### src/rtl/lsq_pkg.sv
package lsq_pkg;

  typedef enum logic [1:0] {
    RESP_CACHE = 2'd0,
    RESP_FWD   = 2'd1,
    RESP_RETRY = 2'd2
  } lsq_resp_e;

  // distance from a reference slot to a slot, walking forward around the ring
  function automatic int unsigned ring_dist(input int unsigned from_idx,
                                            input int unsigned to_idx,
                                            input int unsigned depth);
    return (to_idx + depth - from_idx) % depth;
  endfunction

  // 1 when sequence number a was issued after b, modulo 2^width
  function automatic logic seq_after(input int unsigned a,
                                     input int unsigned b,
                                     input int unsigned width);
    int unsigned mask;
    int unsigned diff;
    mask = (width >= 32) ? 32'hFFFF_FFFF : ((32'd1 << width) - 32'd1);
    diff = (a - b) & mask;
    return (diff != 32'd0) && (diff < (32'd1 << (width - 1)));
  endfunction

endpackage

### src/rtl/lsq_ptr_ctrl.sv
module lsq_ptr_ctrl #(
  parameter int DEPTH = 8,
  localparam int IW = $clog2(DEPTH),
  localparam int CW = IW + 1
) (
  input  logic          clk,
  input  logic          rst_n,
  input  logic          alloc_valid,
  input  logic          ret_valid,
  input  logic          flush_valid,
  input  logic [CW-1:0] flush_keep,
  output logic          alloc_fire,
  output logic          ret_fire,
  output logic [IW-1:0] head,
  output logic [IW-1:0] tail,
  output logic [CW-1:0] count,
  output logic          full
);

  assign full       = (count == CW'(DEPTH));
  assign alloc_fire = alloc_valid && !full && !flush_valid;
  assign ret_fire   = ret_valid && (count != '0);

  always_ff @(posedge clk or negedge rst_n) begin
    if (!rst_n) begin
      head  <= '0;
      tail  <= '0;
      count <= '0;
    end else begin
      head <= head + IW'(ret_fire);
      if (flush_valid) begin
        tail  <= head + IW'(flush_keep);
        count <= flush_keep - CW'(ret_fire);
      end else begin
        tail  <= tail + IW'(alloc_fire);
        count <= count + CW'(alloc_fire) - CW'(ret_fire);
      end
    end
  end

  a_r2_no_overflow: assert property (@(posedge clk) disable iff (!rst_n)
    count <= CW'(DEPTH));

  a_r2_full_stall: assert property (@(posedge clk) disable iff (!rst_n)
    (full && alloc_valid && !flush_valid) |=> $stable(tail));

  a_r4_retire_frees: assert property (@(posedge clk) disable iff (!rst_n)
    (ret_fire && !alloc_fire && !flush_valid) |=> (count == $past(count) - CW'(1)));

  a_r12_flush_retire_head: assert property (@(posedge clk) disable iff (!rst_n)
    (flush_valid && ret_fire) |=> (head == $past(head) + IW'(1)));

endmodule

### src/rtl/lsq_flush_scan.sv
module lsq_flush_scan #(
  parameter int DEPTH = 8,
  parameter int SW    = 8,
  localparam int IW = $clog2(DEPTH),
  localparam int CW = IW + 1
) (
  input  logic                     clk,
  input  logic                     rst_n,
  input  logic                     flush_valid,
  input  logic [IW-1:0]            head,
  input  logic [CW-1:0]            count,
  input  logic [DEPTH-1:0][SW-1:0] seq_q,
  input  logic [SW-1:0]            flush_seq,
  output logic [CW-1:0]            keep
);
  import lsq_pkg::*;

  logic [DEPTH-1:0] keep_bit;

  // position k counts from the head, so kept slots form a prefix
  for (genvar k = 0; k < DEPTH; k++) begin : g_pos
    logic [IW-1:0] slot;
    assign slot        = head + IW'(k);
    assign keep_bit[k] = (CW'(k) < count) &&
                         !seq_after(32'(seq_q[slot]), 32'(flush_seq), SW);
  end

  always_comb begin
    keep = '0;
    for (int k = 0; k < DEPTH; k++) keep = keep + CW'(keep_bit[k]);
  end

  a_r11_keep_bound: assert property (@(posedge clk) disable iff (!rst_n)
    flush_valid |-> (keep <= count));

endmodule

### src/rtl/lsq_fwd_search.sv
module lsq_fwd_search #(
  parameter int DEPTH = 8,
  parameter int AW    = 32,
  localparam int IW = $clog2(DEPTH),
  localparam int CW = IW + 1
) (
  input  logic                     clk,
  input  logic                     rst_n,
  input  logic [IW-1:0]            head,
  input  logic [CW-1:0]            count,
  input  logic                     ld_valid,
  input  logic [IW-1:0]            ld_idx,
  input  logic [AW-1:0]            ld_addr,
  input  logic [DEPTH-1:0]         is_store,
  input  logic [DEPTH-1:0]         addr_known,
  input  logic [DEPTH-1:0][AW-1:0] addr_q,
  output logic                     hit,
  output logic [IW-1:0]            hit_idx
);
  import lsq_pkg::*;

  logic [IW-1:0]    ld_rel;
  logic [DEPTH-1:0] cand;

  assign ld_rel = IW'(ring_dist(32'(head), 32'(ld_idx), DEPTH));

  // candidate vector ordered by age: bit k is k slots after the head
  for (genvar k = 0; k < DEPTH; k++) begin : g_cand
    logic [IW-1:0] slot;
    assign slot    = head + IW'(k);
    assign cand[k] = (IW'(k) < ld_rel) && (k < DEPTH) && is_store[slot] &&
                     addr_known[slot] && (addr_q[slot] == ld_addr);
  end

  // youngest older match = highest age position
  always_comb begin
    hit     = 1'b0;
    hit_idx = '0;
    for (int k = 0; k < DEPTH; k++) begin
      if (cand[k]) begin
        hit     = 1'b1;
        hit_idx = head + IW'(k);
      end
    end
  end

  a_r9_hit_in_window: assert property (@(posedge clk) disable iff (!rst_n)
    (ld_valid && hit) |-> (CW'(ring_dist(32'(head), 32'(hit_idx), DEPTH)) < count));

  a_r8_hit_not_self: assert property (@(posedge clk) disable iff (!rst_n)
    (ld_valid && hit) |-> (hit_idx != ld_idx));

endmodule

### src/rtl/lsq_fwd_queue.sv
module lsq_fwd_queue #(
  parameter int DEPTH = 8,
  parameter int AW    = 32,
  parameter int DW    = 32,
  parameter int SW    = 8,
  localparam int IW = $clog2(DEPTH),
  localparam int CW = IW + 1
) (
  input  logic          clk,
  input  logic          rst_n,
  input  logic          alloc_valid,
  input  logic          alloc_is_store,
  input  logic [SW-1:0] alloc_seq,
  output logic [IW-1:0] alloc_idx,
  output logic          full,
  input  logic          sta_valid,
  input  logic [IW-1:0] sta_idx,
  input  logic [AW-1:0] sta_addr,
  input  logic          std_valid,
  input  logic [IW-1:0] std_idx,
  input  logic [DW-1:0] std_data,
  input  logic          ld_valid,
  input  logic [IW-1:0] ld_idx,
  input  logic [AW-1:0] ld_addr,
  output logic          dc_rd_en,
  output logic [AW-1:0] dc_rd_addr,
  input  logic [DW-1:0] dc_rd_data,
  output logic          ld_resp_valid,
  output logic          ld_resp_fwd,
  output logic          ld_resp_retry,
  output logic [DW-1:0] ld_resp_data,
  input  logic          ret_valid,
  output logic          dc_wr_en,
  output logic [AW-1:0] dc_wr_addr,
  output logic [DW-1:0] dc_wr_data,
  input  logic          flush_valid,
  input  logic [SW-1:0] flush_seq
);
  import lsq_pkg::*;

  // slot state
  logic [DEPTH-1:0]         st_q, ak_q, dk_q;
  logic [DEPTH-1:0][AW-1:0] addr_q;
  logic [DEPTH-1:0][DW-1:0] data_q;
  logic [DEPTH-1:0][SW-1:0] seq_q;

  // named internal events
  logic          alloc_fire, ret_fire;
  logic [IW-1:0] head, tail;
  logic [CW-1:0] count, flush_keep;
  logic          hit;
  logic [IW-1:0] hit_idx;

  lsq_ptr_ctrl #(.DEPTH(DEPTH)) u_ptr (
    .clk(clk), .rst_n(rst_n), .alloc_valid(alloc_valid), .ret_valid(ret_valid),
    .flush_valid(flush_valid), .flush_keep(flush_keep), .alloc_fire(alloc_fire),
    .ret_fire(ret_fire), .head(head), .tail(tail), .count(count), .full(full)
  );

  lsq_flush_scan #(.DEPTH(DEPTH), .SW(SW)) u_flush (
    .clk(clk), .rst_n(rst_n), .flush_valid(flush_valid), .head(head),
    .count(count), .seq_q(seq_q), .flush_seq(flush_seq), .keep(flush_keep)
  );

  lsq_fwd_search #(.DEPTH(DEPTH), .AW(AW)) u_search (
    .clk(clk), .rst_n(rst_n), .head(head), .count(count), .ld_valid(ld_valid),
    .ld_idx(ld_idx), .ld_addr(ld_addr), .is_store(st_q), .addr_known(ak_q),
    .addr_q(addr_q), .hit(hit), .hit_idx(hit_idx)
  );

  assign alloc_idx = tail;

  always_ff @(posedge clk or negedge rst_n) begin
    if (!rst_n) begin
      st_q   <= '0;
      ak_q   <= '0;
      dk_q   <= '0;
      addr_q <= '0;
      data_q <= '0;
      seq_q  <= '0;
    end else begin
      if (alloc_fire) begin
        st_q[tail]  <= alloc_is_store;
        ak_q[tail]  <= 1'b0;
        dk_q[tail]  <= 1'b0;
        seq_q[tail] <= alloc_seq;
      end
      if (sta_valid) begin
        addr_q[sta_idx] <= sta_addr;
        ak_q[sta_idx]   <= 1'b1;
      end
      if (std_valid) begin
        data_q[std_idx] <= std_data;
        dk_q[std_idx]   <= 1'b1;
      end
    end
  end

  // cache read issued alongside the queue search
  assign dc_rd_en   = ld_valid;
  assign dc_rd_addr = ld_addr;

  // response stage
  logic          resp_v_q;
  lsq_resp_e     resp_kind_q;
  logic [DW-1:0] fwd_data_q;

  always_ff @(posedge clk or negedge rst_n) begin
    if (!rst_n) begin
      resp_v_q    <= 1'b0;
      resp_kind_q <= RESP_CACHE;
      fwd_data_q  <= '0;
    end else begin
      resp_v_q <= ld_valid;
      if (ld_valid) begin
        if (!hit)                resp_kind_q <= RESP_CACHE;
        else if (dk_q[hit_idx])  resp_kind_q <= RESP_FWD;
        else                     resp_kind_q <= RESP_RETRY;
        fwd_data_q <= data_q[hit_idx];
      end
    end
  end

  assign ld_resp_valid = resp_v_q;
  assign ld_resp_fwd   = resp_v_q && (resp_kind_q == RESP_FWD);
  assign ld_resp_retry = resp_v_q && (resp_kind_q == RESP_RETRY);

  always_comb begin
    if (!resp_v_q || resp_kind_q == RESP_RETRY) ld_resp_data = '0;
    else if (resp_kind_q == RESP_FWD)          ld_resp_data = fwd_data_q;
    else                                       ld_resp_data = dc_rd_data;
  end

  // retire drain to the cache write port
  assign dc_wr_en   = ret_fire && st_q[head];
  assign dc_wr_addr = addr_q[head];
  assign dc_wr_data = data_q[head];

  a_r4_store_complete_at_retire: assert property (@(posedge clk) disable iff (!rst_n)
    dc_wr_en |-> (ak_q[head] && dk_q[head]));

  a_r6_resp_after_lookup: assert property (@(posedge clk) disable iff (!rst_n)
    ld_resp_valid |-> $past(ld_valid));

  a_r10_retry_exclusive: assert property (@(posedge clk) disable iff (!rst_n)
    $onehot0({ld_resp_fwd, ld_resp_retry}));

  a_r11_flush_shrinks: assert property (@(posedge clk) disable iff (!rst_n)
    flush_valid |=> (count <= $past(count)));

endmodule

### config.mk
export PLATFORM = sky130hd
export DESIGN_NAME = lsq_fwd_queue
export DESIGN_NICKNAME = d
export VERILOG_FILES = /design/src/rtl/lsq_pkg.sv /design/src/rtl/lsq_ptr_ctrl.sv /design/src/rtl/lsq_flush_scan.sv /design/src/rtl/lsq_fwd_search.sv /design/src/rtl/lsq_fwd_queue.sv
export SDC_FILE = /design/constraint.sdc
export NUM_CORES = 2
export LEC_CHECK = 0
export ABC_AREA = 0
export BUFFER_PORTS_ARGS = -buffer_cell sky130_fd_sc_hd__buf_4
export CORE_MARGIN = 5
export CORE_UTILIZATION = 63
export CTS_CLUSTER_DIAMETER = 200
export CTS_CLUSTER_SIZE = 20
export DETAILED_ROUTE_END_ITERATION = 10
export PLACE_DENSITY_LB_ADDON = 0.12
export RECOVER_POWER = 25
export SYNTH_ARGS = -nofsm -noshare
export SYNTH_HDL_FRONTEND = slang
export SYNTH_HIERARCHICAL = 1
export SYNTH_SLANG_ARGS = --single-unit
### constraint.sdc
create_clock -name clk -period 8.87 [get_ports clk]
set_input_delay 0.4435 -clock clk [delete_from_list [all_inputs] [get_ports clk]]
set_output_delay 0.4435 -clock clk [all_outputs]
set_load 0.005 [all_outputs]
==> flow_results.org <==
** Detailed routing
- DRC :: 0
- In this run, the number of DRC markers left after iteration 0 of detailed routing was around 4.3k.
- Before antenna repair, the detailed router went through 6 iterations.
- Dividing the detail-routed via count by the number of cells gives ~7.2.
- Summing over every cut layer, the via total after detailed routing is ~38k.
- Dividing the detail-routed wire length by the instance count gives 30.3 microns.
- Residual antenna-violating net count after detailed routing :: 0
- The final layout contains routed wiring with a total length of around 160000 microns.

** Clock tree
- Clock Path Buffers :: 3
- Counting the buffers created by CTS gives 38.
- CTS HTree Levels :: 2
- Clock Sinks :: 645
- Clock latency at the later pin of the worst-skew pair :: ~0.63 ns
- CTS clock-pin slew for the worst setup and hold paths :: 0.09 ns
- TritonCTS clock tree :: done
- Root buf cell :: sky130_fd_sc_hd__clkbuf_16

** Hold path
- Tightest Hold Check Type :: in2reg
- Worst hold endpoint :: data_q[122]
- Beginning of the worst hold path :: std_data[26]
- Depth of the worst hold-timing path :: 2

** Status
- Run status :: complete, but fails checks
- Failing checks :: max-capacitance violations, max-slew violations

** Finish
- Reg area :: about 0.016 sq mm
- The filler cells instantiated in the layout total 6085.
- In the final layout, the multi-input gates occupy between 0.03 and 0.04 sq mm.
- NumNets Final :: approximately 4.4k
- Compared with the post-synthesis result, the final layout area differs by 6.14%.
- Cells with a size suffix above 1 make up approximately a third of the layout.

** Setup path
- The startpoint identified for the worst register-to-register timing path is u_ptr/head[0].
- Critical R2R Capture :: fwd_data_q[8]
- Worst-path fanout max :: 63
- By startpoint and endpoint, the worst setup path is classified as reg2reg.
- Worst setup SP type :: register
- Worst-case reg-to-reg path depth :: 19
- Critical Path AT :: between 8 and 9 ns
- For flop-to-flop paths, the worst setup slack is about 1.2 ns.
- Worst endpoint required time :: approximately 9.2 ns
- Nature of the critical path endpoint :: register

** Power
- The design draws ~0.025 W.
- Largest voltage drop on the vdd net :: about 0.65 mV
- Combinational cells account for 73.5% of the total power.
- Sequential cells burn approximately a fifth of the power.
- The clock network burns roughly 7.2% of the power.
- Summed over all nets, the switching power comes to between 0.01 and 0.015 W.
- Power Dens Cells :: 468 mW/mm^2
- In this run the static leakage power is ~22 nW.
- Cell-internal power :: between 0.01 and 0.015 W
- Share of total power consumed by net switching :: ~47%

** Synthesis
- The share of the Yosys chip area taken by registers is between 30% and 40%.
- Mapped Cells :: 4120
- Counting every net in the synthesized netlist gives between 4k and 5k.
- After synthesis, the share of flip-flops with an asynchronous set or reset is 100%.
- For this run, the leading register cell type out of synthesis is sky130_fd_sc_hd__dfrtp_1.
- The mapped netlist covers between 0.05 and 0.06 sq mm.
- Distinct cell type count after synthesis :: 85
- In this run, synthesis inferred 0 flip-flops with an integrated enable.
- Warnings, synthesis :: 6
- Each instance of the synthesized netlist takes up on average ~12 sq um.
- The synthesized design contains around 650 register bits.

** Placed design
- Port buffering added 298 buffers.
- Global placer's final weighted congestion :: 1.07
- Summed over all nets, the half-perimeter wirelength after detailed placement is 110000 microns.

** GRT
- Entering global routing, the biggest net connects approximately 170 pins.
- Congestion Overflow GR :: 0
- Global routing used between 30% and 40% of the available tracks across all layers.
- The number of global-route vias before repair is around 37k.
- Wire length of the first global-routing pass :: about 240000 microns
- Antenna violations before repair :: 15

** Run
- Number of violations of the max-capacitance limit :: 10

** Floorplanning
- The die covers ~0.087 sq mm.
- about 300 I/O pins were placed.
- Die span in x :: roughly 300 microns
- For this configuration, the core starts out at a cell density of between 60% and 70%.
- Floorplan Core Area :: a little over 0.08 sq mm
- Site row count :: about 100
- DIE HEIGHT :: a little under 300 microns

** Timing
- The count of final max-slew check failures was slightly above 400.
- The number of hold violations in the final report was 0.
- Final critical-path required period :: 7.66 ns
- Unrepaired setup endpoints after global routing :: false
- Clock skew on the completed layout was measured at 0.0424 ns.
- Setup total negative slack on the finished layout was measured at 0 ns.
- Final Setup Violations :: 0
- In this run the tightest slew margin relative to its limit is -221%.
- At the pin with the least slew margin, the transition time is ~4.8 ns.
- Derived from the worst setup path, the maximum achievable clock frequency is between 100 and 150 MHz.
- The worst path uses a little under nine tenths of the clock period.
critical path: stages, from the launching register on:
cell and delay, ns:
sky130_fd_sc_hd__dfrtp_4 0.90, sky130_fd_sc_hd__inv_4 0.34, sky130_fd_sc_hd__ha_4 0.83, sky130_fd_sc_hd__buf_12 0.42, sky130_fd_sc_hd__buf_4 0.40, sky130_fd_sc_hd__mux4_2 0.36
sky130_fd_sc_hd__xnor2_1 0.34, sky130_fd_sc_hd__a21oi_1 0.14, sky130_fd_sc_hd__a211oi_1 0.23, sky130_fd_sc_hd__o211ai_1 0.15, sky130_fd_sc_hd__nor4_1 0.30, sky130_fd_sc_hd__nand4_1 0.36
sky130_fd_sc_hd__mux2_2 0.35, sky130_fd_sc_hd__mux2i_1 0.07, sky130_fd_sc_hd__o22ai_1 0.60, sky130_fd_sc_hd__and2_2 0.62, sky130_fd_sc_hd__buf_4 0.41, sky130_fd_sc_hd__a22oi_1 0.17
sky130_fd_sc_hd__nand3_1 0.11, sky130_fd_sc_hd__o21ai_0 0.16
registers in the layout (all words and copies together), names as in the netlist, 4 cells and up:
name	cells
seq_q	64
addr_q	256
dk_q	8
st_q	8
data_q	256
ak_q	8
u_ptr/count	4
fwd_data_q	32
worst max path at each step:
stage,end,slack (ns),cells past startpoint,startpoint
after CTS,u_ptr/tail[2],1.26,20,u_ptr/head[0]
after global routing,fwd_data_q[8],0.76,18,u_ptr/head[0]
after detailed placement,u_ptr/tail[2],1.29,20,u_ptr/head[0]
after floorplan,u_ptr/tail[2],1.57,26,u_ptr/head[1]
final,fwd_data_q[8],1.21,19,u_ptr/head[0]
after global placement,u_ptr/tail[2],1.38,20,u_ptr/head[0]
cell families (layout without fill, tap and decap cells):
| family | after synthesis | count (layout) | synth area share [%] |
|---|---|---|---|
| buffers and inverters | 457 | 505 | 4.96 |
| other | 0 | 12 | 0 |
| adder cells (fa/ha/maj) | 92 | 92 | 2.47 |
| multiplexers | 1532 | 1532 | 43.5 |
| AND/OR/NAND/NOR | 683 | 683 | 6.86 |
| flip-flops | 645 | 645 | 31.6 |
| AO/OA/AOI/OAI | 401 | 401 | 5.26 |
| XOR/XNOR | 310 | 310 | 5.38 |
synth_stat cells, types with 58 or more instances:
master / number / share of area [%]
sky130_fd_sc_hd__mux2_2: 446 / 9.8
sky130_fd_sc_hd__dfrtp_1: 645 / 32
sky130_fd_sc_hd__a21oi_1: 82 / 0.80
sky130_fd_sc_hd__clkbuf_1: 82 / 0.60
sky130_fd_sc_hd__mux4_2: 467 / 21
sky130_fd_sc_hd__ha_1: 77 / 1.9
sky130_fd_sc_hd__a22oi_1: 76 / 1.1
sky130_fd_sc_hd__buf_4: 80 / 1.2
sky130_fd_sc_hd__mux2i_1: 362 / 7.1
sky130_fd_sc_hd__xnor2_1: 248 / 4.2
sky130_fd_sc_hd__o21ai_0: 70 / 0.68
sky130_fd_sc_hd__xor2_1: 58 / 0.99
sky130_fd_sc_hd__nand2_1: 267 / 2.0
sky130_fd_sc_hd__nor2_1: 67 / 0.49
sky130_fd_sc_hd__inv_1: 85 / 0.62
sky130_fd_sc_hd__nand3_1: 81 / 0.79
sky130_fd_sc_hd__buf_2: 134 / 1.3
sky130_fd_sc_hd__mux2_1: 244 / 5.4
area by class of cell:
| class | instances | area share (%) |
|---|---|---|
| Timing Repair Buffer | 366 | 5.04 |
| Tap cell | 1060 | 2.44 |
| Inverter | 95 | 0.661 |
| Antenna cell | 12 | 0.0553 |
| Sequential cell | 645 | 29.8 |
| Clock inverter | 4 | 0.177 |
| Clock buffer | 40 | 1.77 |
| Multi-Input combinational cell | 3018 | 60.1 |
power groups by stage:
stage | Combinational [W] | Clock, W | Sequential [W]
6_report | 0.0187 | 0.00183 | 0.00491
5_1_grt | 0.0198 | 0.00197 | 0.00504
4_1_cts | 0.0183 | 0.00186 | 0.00487
3_5_place_dp | 0.0182 | 0 | 0.00493
3_3_place_gp | 0.0180 | 0 | 0.00487
2_1_floorplan | 0.0138 | 0 | 0.00441
placed cells by master, fill, tap and decap left out, types with 15 or more instances in the layout:
cell                          n
sky130_fd_sc_hd__nand4_1     38
sky130_fd_sc_hd__nor4_1      33
sky130_fd_sc_hd__clkbuf_16   38
sky130_fd_sc_hd__o21ai_0     70
sky130_fd_sc_hd__a21oi_1     82
sky130_fd_sc_hd__nand2_1    267
sky130_fd_sc_hd__nand3b_1    18
sky130_fd_sc_hd__nor3_1      41
sky130_fd_sc_hd__mux2_2     446
sky130_fd_sc_hd__dfrtp_1    642
sky130_fd_sc_hd__o22ai_1     22
sky130_fd_sc_hd__a22oi_1     76
sky130_fd_sc_hd__nor2b_1     26
sky130_fd_sc_hd__a21o_1      15
sky130_fd_sc_hd__nor2_1      66
sky130_fd_sc_hd__mux4_2     467
sky130_fd_sc_hd__xnor2_1    245
sky130_fd_sc_hd__mux2i_1    362
sky130_fd_sc_hd__nand3_1     81
sky130_fd_sc_hd__clkbuf_1    46
sky130_fd_sc_hd__fa_1        15
sky130_fd_sc_hd__nor3b_1     32
sky130_fd_sc_hd__buf_4      309
sky130_fd_sc_hd__xor2_1      56
sky130_fd_sc_hd__mux2_1     244
sky130_fd_sc_hd__inv_1       85
sky130_fd_sc_hd__ha_1        76
sky130_fd_sc_hd__a31oi_1     16
stage by stage:
stage | cell area, sq um | worst slack, ns | util (%) | instances | hold WS, ns
floorplan | 51100 | 1.57 | - | 4120 | 0.148
global placement | 53400 | 1.38 | 66.3 | 5183 | 0.459
detailed placement | 53400 | 1.29 | 66.3 | 5183 | 0.467
CTS | 54400 | 1.26 | 67.6 | 5228 | 0.0596
global route | 54300 | 0.765 | 67.4 | 5230 | 0.0822
finish | 54300 | 1.21 | 67.4 | 5240 | 0.0889
repair_timing:
item / CTS / global route
endpoints found under the hold margin: 82 / 0
resized for setup: 0 / 0
setup buffers: 0 / 0
hold buffers: 1 / 0
layer usage:
layer	wire length (microns)	vias to the layer above	global-route usage [%]
met2	71000	1988	53.5
met4	3860	12	7.78
met3	17800	240	9.68
li1	-	15900	-
met1	65900	19700	54.2
met5	84	-	0
No activity file was read; power rests on OpenSTA's default activity.
